File: src/rtl/swm_pkg.sv
package swm_pkg;
    typedef enum logic [2:0] {
        S_IDLE, S_PRE, S_HLOW, S_BYTE, S_MACK, S_SACK, S_ESTB
    } swm_state_e;

    typedef enum logic [2:0] {
        K_SYNC, K_DEV, K_CMD, K_AHI, K_ALO, K_DATA
    } swm_kind_e;

    localparam logic [7:0] SWM_SYNC_BYTE = 8'h55;
    localparam logic [3:0] SWM_FAMILY    = 4'hA;
endpackage

File: src/rtl/swm_bit_clock.sv
module swm_bit_clock #(
    parameter int TW = 20
) (
    input  logic          clk,
    input  logic          rst_n,
    input  logic          restart,
    input  logic [TW-1:0] half,
    output logic [TW-1:0] cnt,
    output logic          bit_end,
    output logic          early,
    output logic          late,
    output logic          second
);
    logic [TW-1:0] cnt_d, cnt_q;
    logic [TW-1:0] full_w, quarter_w;

    always_comb begin
        cnt_d = restart ? '0 : cnt_q + 1'b1;
    end

    always_ff @(posedge clk or negedge rst_n) begin
        if (!rst_n) cnt_q <= '0;
        else        cnt_q <= cnt_d;
    end

    assign full_w    = half << 1;
    assign quarter_w = half >> 1;
    assign cnt       = cnt_q;
    assign bit_end   = (cnt_q == full_w - 1'b1);
    assign early     = (cnt_q == quarter_w);
    assign late      = (cnt_q == half + quarter_w);
    assign second    = (cnt_q >= half);
endmodule

File: src/rtl/swm_shift.sv
module swm_shift (
    input  logic       clk,
    input  logic       rst_n,
    input  logic       load,
    input  logic [7:0] load_val,
    input  logic       shift,
    input  logic       in_bit,
    output logic [7:0] val
);
    logic [7:0] val_d, val_q;

    always_comb begin
        if (load)       val_d = load_val;
        else if (shift) val_d = {val_q[6:0], in_bit};
        else            val_d = val_q;
    end

    always_ff @(posedge clk or negedge rst_n) begin
        if (!rst_n) val_q <= '0;
        else        val_q <= val_d;
    end

    assign val = val_q;
endmodule

File: src/rtl/swm_seq.sv
module swm_seq
    import swm_pkg::*;
#(
    parameter int LW = 8
) (
    input  swm_kind_e         kind,
    input  logic              addr_en,
    input  logic [LW-1:0]     left,
    output logic              is_last,
    output swm_kind_e         nxt
);
    always_comb begin
        is_last = ((kind == K_DATA) && (left == LW'(1))) ||
                  ((left == '0) && (((kind == K_CMD) && !addr_en) || (kind == K_ALO)));
        unique case (kind)
            K_SYNC:  nxt = K_DEV;
            K_DEV:   nxt = K_CMD;
            K_CMD:   nxt = addr_en ? K_AHI : K_DATA;
            K_AHI:   nxt = K_ALO;
            default: nxt = K_DATA;
        endcase
    end
endmodule

File: src/rtl/sw_bus_master.sv
module sw_bus_master
    import swm_pkg::*;
#(
    parameter int TW = 20,
    parameter int LW = 8
) (
    input  logic          clk,
    input  logic          rst_n,
    input  logic [TW-1:0] cfg_half,
    input  logic [TW-1:0] cfg_hdr,
    input  logic [TW-1:0] cfg_stby,
    input  logic [TW-1:0] cfg_gap,
    input  logic          req_valid,
    output logic          req_ready,
    input  logic [3:0]    req_dev,
    input  logic [7:0]    req_cmd,
    input  logic          req_addr_en,
    input  logic [15:0]   req_addr,
    input  logic [LW-1:0] req_len,
    input  logic          req_read,
    input  logic [7:0]    wr_data,
    output logic          wr_take,
    output logic [7:0]    rd_data,
    output logic          rd_valid,
    output logic          done,
    output logic          err,
    input  logic          line_i,
    output logic          bus_oe,
    output logic          bus_o
);
    typedef struct packed {
        swm_state_e    state;
        swm_kind_e     kind;
        logic [2:0]    bitn;
        logic [LW-1:0] left;
        logic [3:0]    dev;
        logic [7:0]    cmd;
        logic          aen;
        logic [15:0]   addr;
        logic          rd;
        logic          stby;
        logic          clean;
        logic [3:0]    last_dev;
        logic          sak_lo;
        logic          sak_hi;
        logic          done;
        logic          err;
        logic          take;
        logic          rdv;
        logic [7:0]    rdat;
    } swm_regs_t;

    swm_regs_t q, n;

    logic          restart, bit_end, early, late, second;
    logic [TW-1:0] cnt, pre_len;
    logic          ld, sh_en, is_last, rx_byte, mak, oe_c, o_c;
    logic [7:0]    ld_val, sh;
    swm_kind_e     nxt;

    swm_bit_clock #(.TW(TW)) i_clk_cnt (
        .clk(clk), .rst_n(rst_n), .restart(restart), .half(cfg_half),
        .cnt(cnt), .bit_end(bit_end), .early(early), .late(late), .second(second)
    );

    swm_shift i_shift (
        .clk(clk), .rst_n(rst_n), .load(ld), .load_val(ld_val),
        .shift(sh_en), .in_bit(line_i), .val(sh)
    );

    swm_seq #(.LW(LW)) i_seq (
        .kind(q.kind), .addr_en(q.aen), .left(q.left),
        .is_last(is_last), .nxt(nxt)
    );

    assign pre_len = q.stby ? cfg_stby : cfg_gap;
    assign rx_byte = (q.kind == K_DATA) && q.rd;
    assign mak     = !is_last;

    always_comb begin
        n        = q;
        n.done   = 1'b0;
        n.take   = 1'b0;
        n.rdv    = 1'b0;
        restart  = 1'b0;
        ld       = 1'b0;
        ld_val   = 8'h00;
        sh_en    = 1'b0;
        oe_c     = 1'b0;
        o_c      = 1'b1;
        unique case (q.state)
            S_IDLE: begin
                restart = 1'b1;
                if (req_valid) begin
                    n.state = S_PRE;
                    n.kind  = K_SYNC;
                    n.dev   = req_dev;
                    n.cmd   = req_cmd;
                    n.aen   = req_addr_en;
                    n.addr  = req_addr;
                    n.rd    = req_read;
                    n.left  = req_len;
                    n.stby  = !(q.clean && (req_dev == q.last_dev));
                    n.clean = 1'b0;
                end
            end
            S_PRE: begin
                oe_c = q.stby;
                if (cnt == pre_len - 1'b1) begin
                    restart = 1'b1;
                    n.state = S_HLOW;
                end
            end
            S_HLOW: begin
                oe_c = 1'b1;
                o_c  = 1'b0;
                if (cnt == cfg_hdr - 1'b1) begin
                    restart = 1'b1;
                    n.state = S_BYTE;
                    n.bitn  = 3'd0;
                    ld      = 1'b1;
                    ld_val  = SWM_SYNC_BYTE;
                end
            end
            S_BYTE: begin
                if (!rx_byte) begin
                    oe_c = 1'b1;
                    o_c  = second ? sh[7] : ~sh[7];
                end
                if (rx_byte && late) sh_en = 1'b1;
                if (bit_end) begin
                    restart = 1'b1;
                    if (!rx_byte) sh_en = 1'b1;
                    n.bitn = q.bitn + 3'd1;
                    if (q.bitn == 3'd7) begin
                        n.state = S_MACK;
                        if (rx_byte) begin
                            n.rdv  = 1'b1;
                            n.rdat = sh;
                        end
                    end
                end
            end
            S_MACK: begin
                oe_c = 1'b1;
                o_c  = second ? mak : ~mak;
                if (bit_end) begin
                    restart  = 1'b1;
                    n.state  = S_SACK;
                    n.sak_lo = 1'b0;
                    n.sak_hi = 1'b0;
                end
            end
            S_SACK: begin
                if (early) n.sak_lo = !line_i;
                if (late)  n.sak_hi = line_i;
                if (bit_end) begin
                    restart = 1'b1;
                    if ((q.kind != K_SYNC) && !(q.sak_lo && q.sak_hi)) begin
                        n.state = S_ESTB;
                    end else if (is_last) begin
                        n.state    = S_IDLE;
                        n.done     = 1'b1;
                        n.err      = 1'b0;
                        n.clean    = 1'b1;
                        n.last_dev = q.dev;
                    end else begin
                        n.state = S_BYTE;
                        n.bitn  = 3'd0;
                        n.kind  = nxt;
                        if (q.kind == K_DATA) n.left = q.left - 1'b1;
                        ld = 1'b1;
                        unique case (nxt)
                            K_DEV:   ld_val = {SWM_FAMILY, q.dev};
                            K_CMD:   ld_val = q.cmd;
                            K_AHI:   ld_val = q.addr[15:8];
                            K_ALO:   ld_val = q.addr[7:0];
                            default: begin
                                if (!q.rd) begin
                                    ld_val = wr_data;
                                    n.take = 1'b1;
                                end
                            end
                        endcase
                    end
                end
            end
            S_ESTB: begin
                oe_c = 1'b1;
                if (cnt == cfg_stby - 1'b1) begin
                    n.state = S_IDLE;
                    n.done  = 1'b1;
                    n.err   = 1'b1;
                end
            end
            default: n.state = S_IDLE;
        endcase
    end

    always_ff @(posedge clk or negedge rst_n) begin
        if (!rst_n) begin
            q       <= '0;
            q.state <= S_IDLE;
            q.kind  <= K_SYNC;
        end else begin
            q <= n;
        end
    end

    assign req_ready = (q.state == S_IDLE);
    assign done      = q.done;
    assign err       = q.err;
    assign wr_take   = q.take;
    assign rd_valid  = q.rdv;
    assign rd_data   = q.rdat;
    assign bus_oe    = oe_c;
    assign bus_o     = o_c;
endmodule

File: config.mk
export PLATFORM = sky130hd
export DESIGN_NAME = sw_bus_master
export DESIGN_NICKNAME = d
export VERILOG_FILES = /design/src/rtl/swm_pkg.sv /design/src/rtl/swm_bit_clock.sv /design/src/rtl/swm_shift.sv /design/src/rtl/swm_seq.sv /design/src/rtl/sw_bus_master.sv
export SDC_FILE = /design/constraint.sdc
export NUM_CORES = 1
export LEC_CHECK = 0
export BUFFER_PORTS_ARGS = -buffer_cell sky130_fd_sc_hd__buf_2
export CAP_MARGIN = 40
export CORE_MARGIN = 2
export CORE_UTILIZATION = 25
export CTS_CLUSTER_SIZE = 40
export DETAILED_ROUTE_END_ITERATION = 6
export MAX_ROUTING_LAYER = met4
export PLACE_DENSITY = 0.49
export SETUP_SLACK_MARGIN = 0.15
export SLEW_MARGIN = 30
export SYNTH_ARGS = -nofsm -noshare
export SYNTH_HDL_FRONTEND = slang
export SYNTH_HIERARCHICAL = 1
export SYNTH_SLANG_ARGS = --single-unit
File: constraint.sdc
create_clock -name clk -period 3.85 [get_ports clk]
set_clock_uncertainty 0.15 [all_clocks]
set_input_delay 0.1925 -clock clk [delete_from_list [all_inputs] [get_ports clk]]
set_output_delay 0.1925 -clock clk [all_outputs]
set_load 0.01 [all_outputs]
---- Word level (Yosys, flattened, before mapping) ----
Index checks and enable logic that the tools add are counted.
cells by class
  add/subtract/negate cells ............... 8
  $mul .................................... 0
  divide/modulo/power cells ............... 0
  order comparisons ....................... 1
  equality and inequality tests ........... 38
  shift operators ......................... 0
  muxes and demuxes ....................... 72
  bitwise gates (word level) .............. 2
  reductions and logical operators ........ 38
operators by type and width
  cell                   count
  $eq 20x20->1           5
  $sub 20x1->20 const B  4
  $mux 8                 7
  $mux 20                2
  $mux 40                1
  $mux 3                 12
  $mux 9                 4
  $pmux 8 s2             2
  $pmux 8 s4             1
  $mux 14                2
  $ne 2x2->1 const B     14
  $eq 3x3->1 const B     7
  $pmux 3 s7             1
  $add 20x1->20 const B  1
  $add 20x19->20         1
  $eq 20x19->1           1
  $ge 20x20->1           1
  $mux 1                 20
  $eq 3x2->1 const B     6
  $mux 17                1
  $mux 5                 3
  $reduce_and 5->1       3
  $pmux 3 s4             1
  $reduce_and 6->1       2
  28 further kinds       57
word-level totals
  flip-flop bits (word level) ............. 95
  bits in latches ......................... 0
  memory bits (writable) .................. 0
  ROM bits ................................ 0
  bits of input ports ..................... 130
  output and inout port bits .............. 15
  logic and storage cells ................. 180
  memories kept ........................... 0

---- Depth between registers and ports, before layout ----
  word-level depth ........................ 10
  mapped depth ............................ 18
  depth with buffers taken out ............ 17

---- Modules after synthesis ----
Netlist, hierarchy kept.
by module, submodules not included
  module         instances  cells each  area each (um2)  sequential area each (um2)
  sw_bus_master  1          775         5909.4           1676.6
  swm_bit_clock  1          500         3796.1           500.5
  swm_shift      1          34          372.9            200.2
  swm_seq        1          14          77.6             0.0

---- Least setup slack after synthesis ----
OpenSTA, ideal clock, no wires.
  kind .................................... flip-flop to flip-flop
  start point ............................. register q[19] (netlist name)
  end point ............................... register i_clk_cnt.cnt_q[10] (netlist: i_clk_cnt/cnt[10])
  setup time .............................. 0.132 ns
  arrival time ............................ 3.561 ns
  required time ........................... 3.568 ns
  setup slack ............................. 0.007 ns
  cell stages (with the launch flop) ...... 16
  buffers on the path ..................... 5
  clock period less this slack ............ 3.843 ns
  cells stage by stage .................... dfrtp_1 > buf_2 > buf_2 > buf_4 > buf_2 > mux2i_1 > ha_1 > o211ai_1 > nor2_1 > xnor2_1 > and3_1 > o2bb2ai_1 > or4_1 > a31oi_1 > clkbuf_1 > nor2_1
between the ends
  word-level cells in the longest chain between the ends .. 6
ends and longest elaborated chain
  item                      RTL line              RTL
  start: declaration        sw_bus_master.sv:53   swm_regs_t q, n;
  start signal: assignment  sw_bus_master.sv:206  q <= n;
  $mux 20                   sw_bus_master.sv:76   assign pre_len = q.stby ? cfg_stby : cfg_gap;
  $sub 20x1->20             sw_bus_master.sv:109  if (cnt == pre_len - 1'b1) begin
  $eq 20x20->1              sw_bus_master.sv:109
  $mux 1                    sw_bus_master.sv:109
  $pmux 1 s4                sw_bus_master.sv:91   unique case (q.state)
  net restart               sw_bus_master.sv:55   logic restart, bit_end, early, late, second;
  $mux 20                   swm_bit_clock.sv:18   cnt_d = restart ? '0 : cnt_q + 1'b1;
  net i_clk_cnt.cnt_d[10]   swm_bit_clock.sv:14   logic [TW-1:0] cnt_d, cnt_q;
  end signal: assignment    swm_bit_clock.sv:23   else cnt_q <= cnt_d;
  end: declaration          swm_bit_clock.sv:14
The timed path passes the listed nets, and every way through them passes these cells.
A chain may end at the register's enable or synchronous reset.

---- Worst setup path after layout ----
  start point ............................. register q[19] (netlist name)
  end point ............................... register i_clk_cnt.cnt_q[12] (netlist: i_clk_cnt/cnt[12])
Same word-level chain as after synthesis.

==> results.md <==
- Status: completed
- Pre-CTS WS: -0.180 ns
- Post-route setup slack: 0.262 ns
- WL per Instance: about 16 µm
- Max stage delay cell, worst path: or4_4
- Placement Rows: 73
- ANT nets after route: 0
- GRT Residual Overflow: 0
- H-tree Lvls: 3
- Post-DP HPWL: 27.4 mm
- RR Endpoint: i_clk_cnt/cnt[12]
- Antenna violations before repair: 6
- FF+latch count, synth: 95
- Worst VDD drop: about 160 µV
- CP Cell Sequence: buf_4 > or4_1 > o22ai_1 > xnor2_1 > nand2_1 > o41ai_2 > o2111ai_1 > or4_4 > a31oi_4 > buf_6 > nor2_1
- Routed vias: roughly 10k
- CTS Sinks: 95
- Endpoints failing setup: 0
- Final GP Congestion: 0.933
- Hold Startpoint: wr_data[6]
- Leak: approximately 5.7 nW
- Pin count of the biggest net entering global routing: 38
- Layout net count: roughly 1.7k
- CP max stage delay: 0.62 ns
- Worst-Margin Slew: 0.750 ns
- Reg2reg start: q[19]
- Fraction of layout cells with a size suffix above 1: roughly a fifth
- HP Class: in -> reg
- Crit path DAT: ~3.7 ns
- Port Buffers: around 140
- Iter 0 DRT Violations: a little over 500
- Worst skew pair latency: 0.36 ns
- Routed wire length: around 34 mm
- Worst setup SP type: register
- Final number of hold-violating endpoints: 0
- Vias in the first global route: around 9.9k
- TNS Setup: 0 ns
- I/O Pins: 145
- Synth Area in Compound Gates: between 10% and 20%
- Synth Area in Simple Gates: a little over a quarter
- Multiplexer share of the synthesized area: approximately 5.4%
- Postcts setup bufs: 0
- Largest family of logic cells by synthesized area: simple AND/OR/NAND/NOR gates
- EDFF count, synth: 0
- Top post-synthesis cells by area: dfrtp_1 23%, xnor2_1 9.3%, ha_1 8.0%, nand2_1 7.8%, xor2_1 5.3%
- Seq/Total Area, Yosys: 23.4%
- Final critical-path required period: around 3.6 ns
- Chip Width: between 200 and 250 µm
- Crit Path Class: reg -> reg
- Share of the synthesized area in the top cell type: 23.4%
- Synth async-reset ratio: between 90% and 100%
- XOR/XNOR Fraction of Synth Area: approximately 15%
- Max FO, Critical Path: 10
- Cells after Synth: around 1.3k
- CTS tree: yes
- Worst r2r path cells: 11
- Synth Cell Area: 10200 µm²
- Avg Cell Area, Syn: 7.68 µm²
- Inst Count DP: just over 2k
- CORE AREA: around 40000 µm²
- Root buf cell: clkbuf_16
- Hold path endpoint: i_shift/val[6]
- Power Density: 245 nW/µm²
- Most common cell in the synthesized netlist: nand2_1
- Post-synth top cells: 210 x nand2_1, 123 x nor2_1, 108 x xnor2_1
- Initial Util: 25.4%
- Post-Syn Nets: roughly 1.5k
- Total track usage: 16.3%
- Hold Crit Depth: 4
- Flop-to-flop setup slack: roughly 0.26 ns
- Max Cap Viol: 0
- Vias per cell: ~4.9
- Max Freq: 0.279 GHz
- Top cell type by total area after synthesis: dfrtp_1
- Adder-Cell Fraction of Synth Area: 8.21%
- Die area: approximately 42000 µm²
- Drt pass-1 iters: 4
- Synth Warn #: 6
- Crit share post-route: 93.2%
- # DRC: 0
- Clock slew at reported path FFs: 0.08 ns
- Die Height: just over 200 µm
- CTS Buf Count: 9
- Main synth FF type: dfrtp_1
- Max-slew violations: 0
- Clk buf depth: 2
- First-pass GRT wire length: around 53 mm
- Number of library cell types mapped by synthesis: between 90 and 100
- RSZ-0062 raised after global routing: yes
- Slew HR: around half
- Area Overhead vs Synth: 26.2%
- Data required time at the worst endpoint: 3.94 ns
- Non-Filler Instances: between 2k and 2.5k
- Critical path capture point type: register
## through the flow
step	cell area, µm²	util (%)	hold slack (ns)	power (mW)
after global routing	12800	32.1	0.0333	3.33
after CTS	12700	31.8	0.0138	3.17
after global placement	12000	30.0	0.237	2.14
after floorplan	10200	-	-0.253	1.75
final	12800	32.1	0.0286	3.14
after detailed placement	12000	30.0	0.0604	2.16
## how the worst max path moves through the flow
stage / cells past startpoint / endpoint / startpoint / slack (ns)
after global placement: 17 / i_shift/val[0] / cfg_half[0] / -0.15
final: 11 / i_clk_cnt/cnt[12] / q[19] / 0.26
after CTS: 17 / i_shift/val[2] / cfg_half[0] / 0.20
after global routing: 20 / i_shift/val[5] / cfg_half[1] / 0.14
after detailed placement: 17 / i_shift/val[2] / cfg_half[0] / -0.18
after floorplan: 14 / i_clk_cnt/cnt[10] / q[19] / 0.21
## critical path, delay by kind of cell (launching register included)
| kind | cells | cell delay, ns |
|---|---|---|
| AND/OR/NAND/NOR | 4 | 1.31 |
| AO/OA/AOI/OAI | 4 | 1.00 |
| flip-flops | 1 | 0.48 |
| buffers and inverters | 2 | 0.37 |
| XOR/XNOR | 1 | 0.14 |
## cell usage in the layout, fill, tap and decap left out, types with 13 or more instances in the layout
master,instances
a21oi_1,56
a31oi_1,17
buf_2,143
buf_4,102
dfrtp_1,94
dlygate4sd3_1,37
ha_1,63
inv_1,50
mux2i_1,40
nand2_1,209
nand2b_1,16
nand3_1,42
nand4_1,22
nor2_1,121
nor2b_1,16
nor3_1,34
nor4_1,25
o21ai_0,52
o21ai_1,13
xnor2_1,108
xor2_1,61
## power by group
group / switching, mW / internal, mW / leakage [nW]
Clock: 0.441 / 0.519 / 0.155
Combinational: 0.595 / 0.508 / 4.27
Sequential: 0.0642 / 1.02 / 1.29
## area by class of cell
class | count | area (µm²)
fill | 4232 | 27100
clock inverter | 7 | 88.8
sequential | 95 | 2380
inverter | 51 | 191
antenna | 7 | 17.5
tap | 525 | 657
timing repair buffer | 287 | 1930
multi-input combinational | 1100 | 7330
clock buffer | 9 | 225
## layer usage
| layer | vias to the layer above | share of wire [%] | track usage [%] |
|---|---|---|---|
| li1 | 5087 | - | - |
| met1 | 4840 | 48 | 21.8 |
| met2 | 183 | 46 | 26.2 |
| met3 | 33 | 3.9 | 1.92 |
| met4 | 0 | 1.6 | 3.93 |
| met5 | - | 0 | - |
## timing repair
action,4_1_cts,5_1_grt
gates cloned,0,1
hold endpoints to repair,71,0
gates resized for setup,4,27
pin swaps,1,9
setup endpoints to repair,21,32
hold buffers,37,0
## cells by family after synthesis
kind of cell,Yosys count
fa+ha+maj,66
simple gates,561
xor+xnor,169
flops,95
compound gates,252
mux,52
buf+inv,128
## registers in the layout (all words and copies together) (netlist names)
signal,flops
wr_take,1
rd_valid,1
err,1
i_shift/val,8
rd_data,8
i_clk_cnt/cnt,20
done,1
q,55
Note: power is estimated with default switching activity, not from simulation.
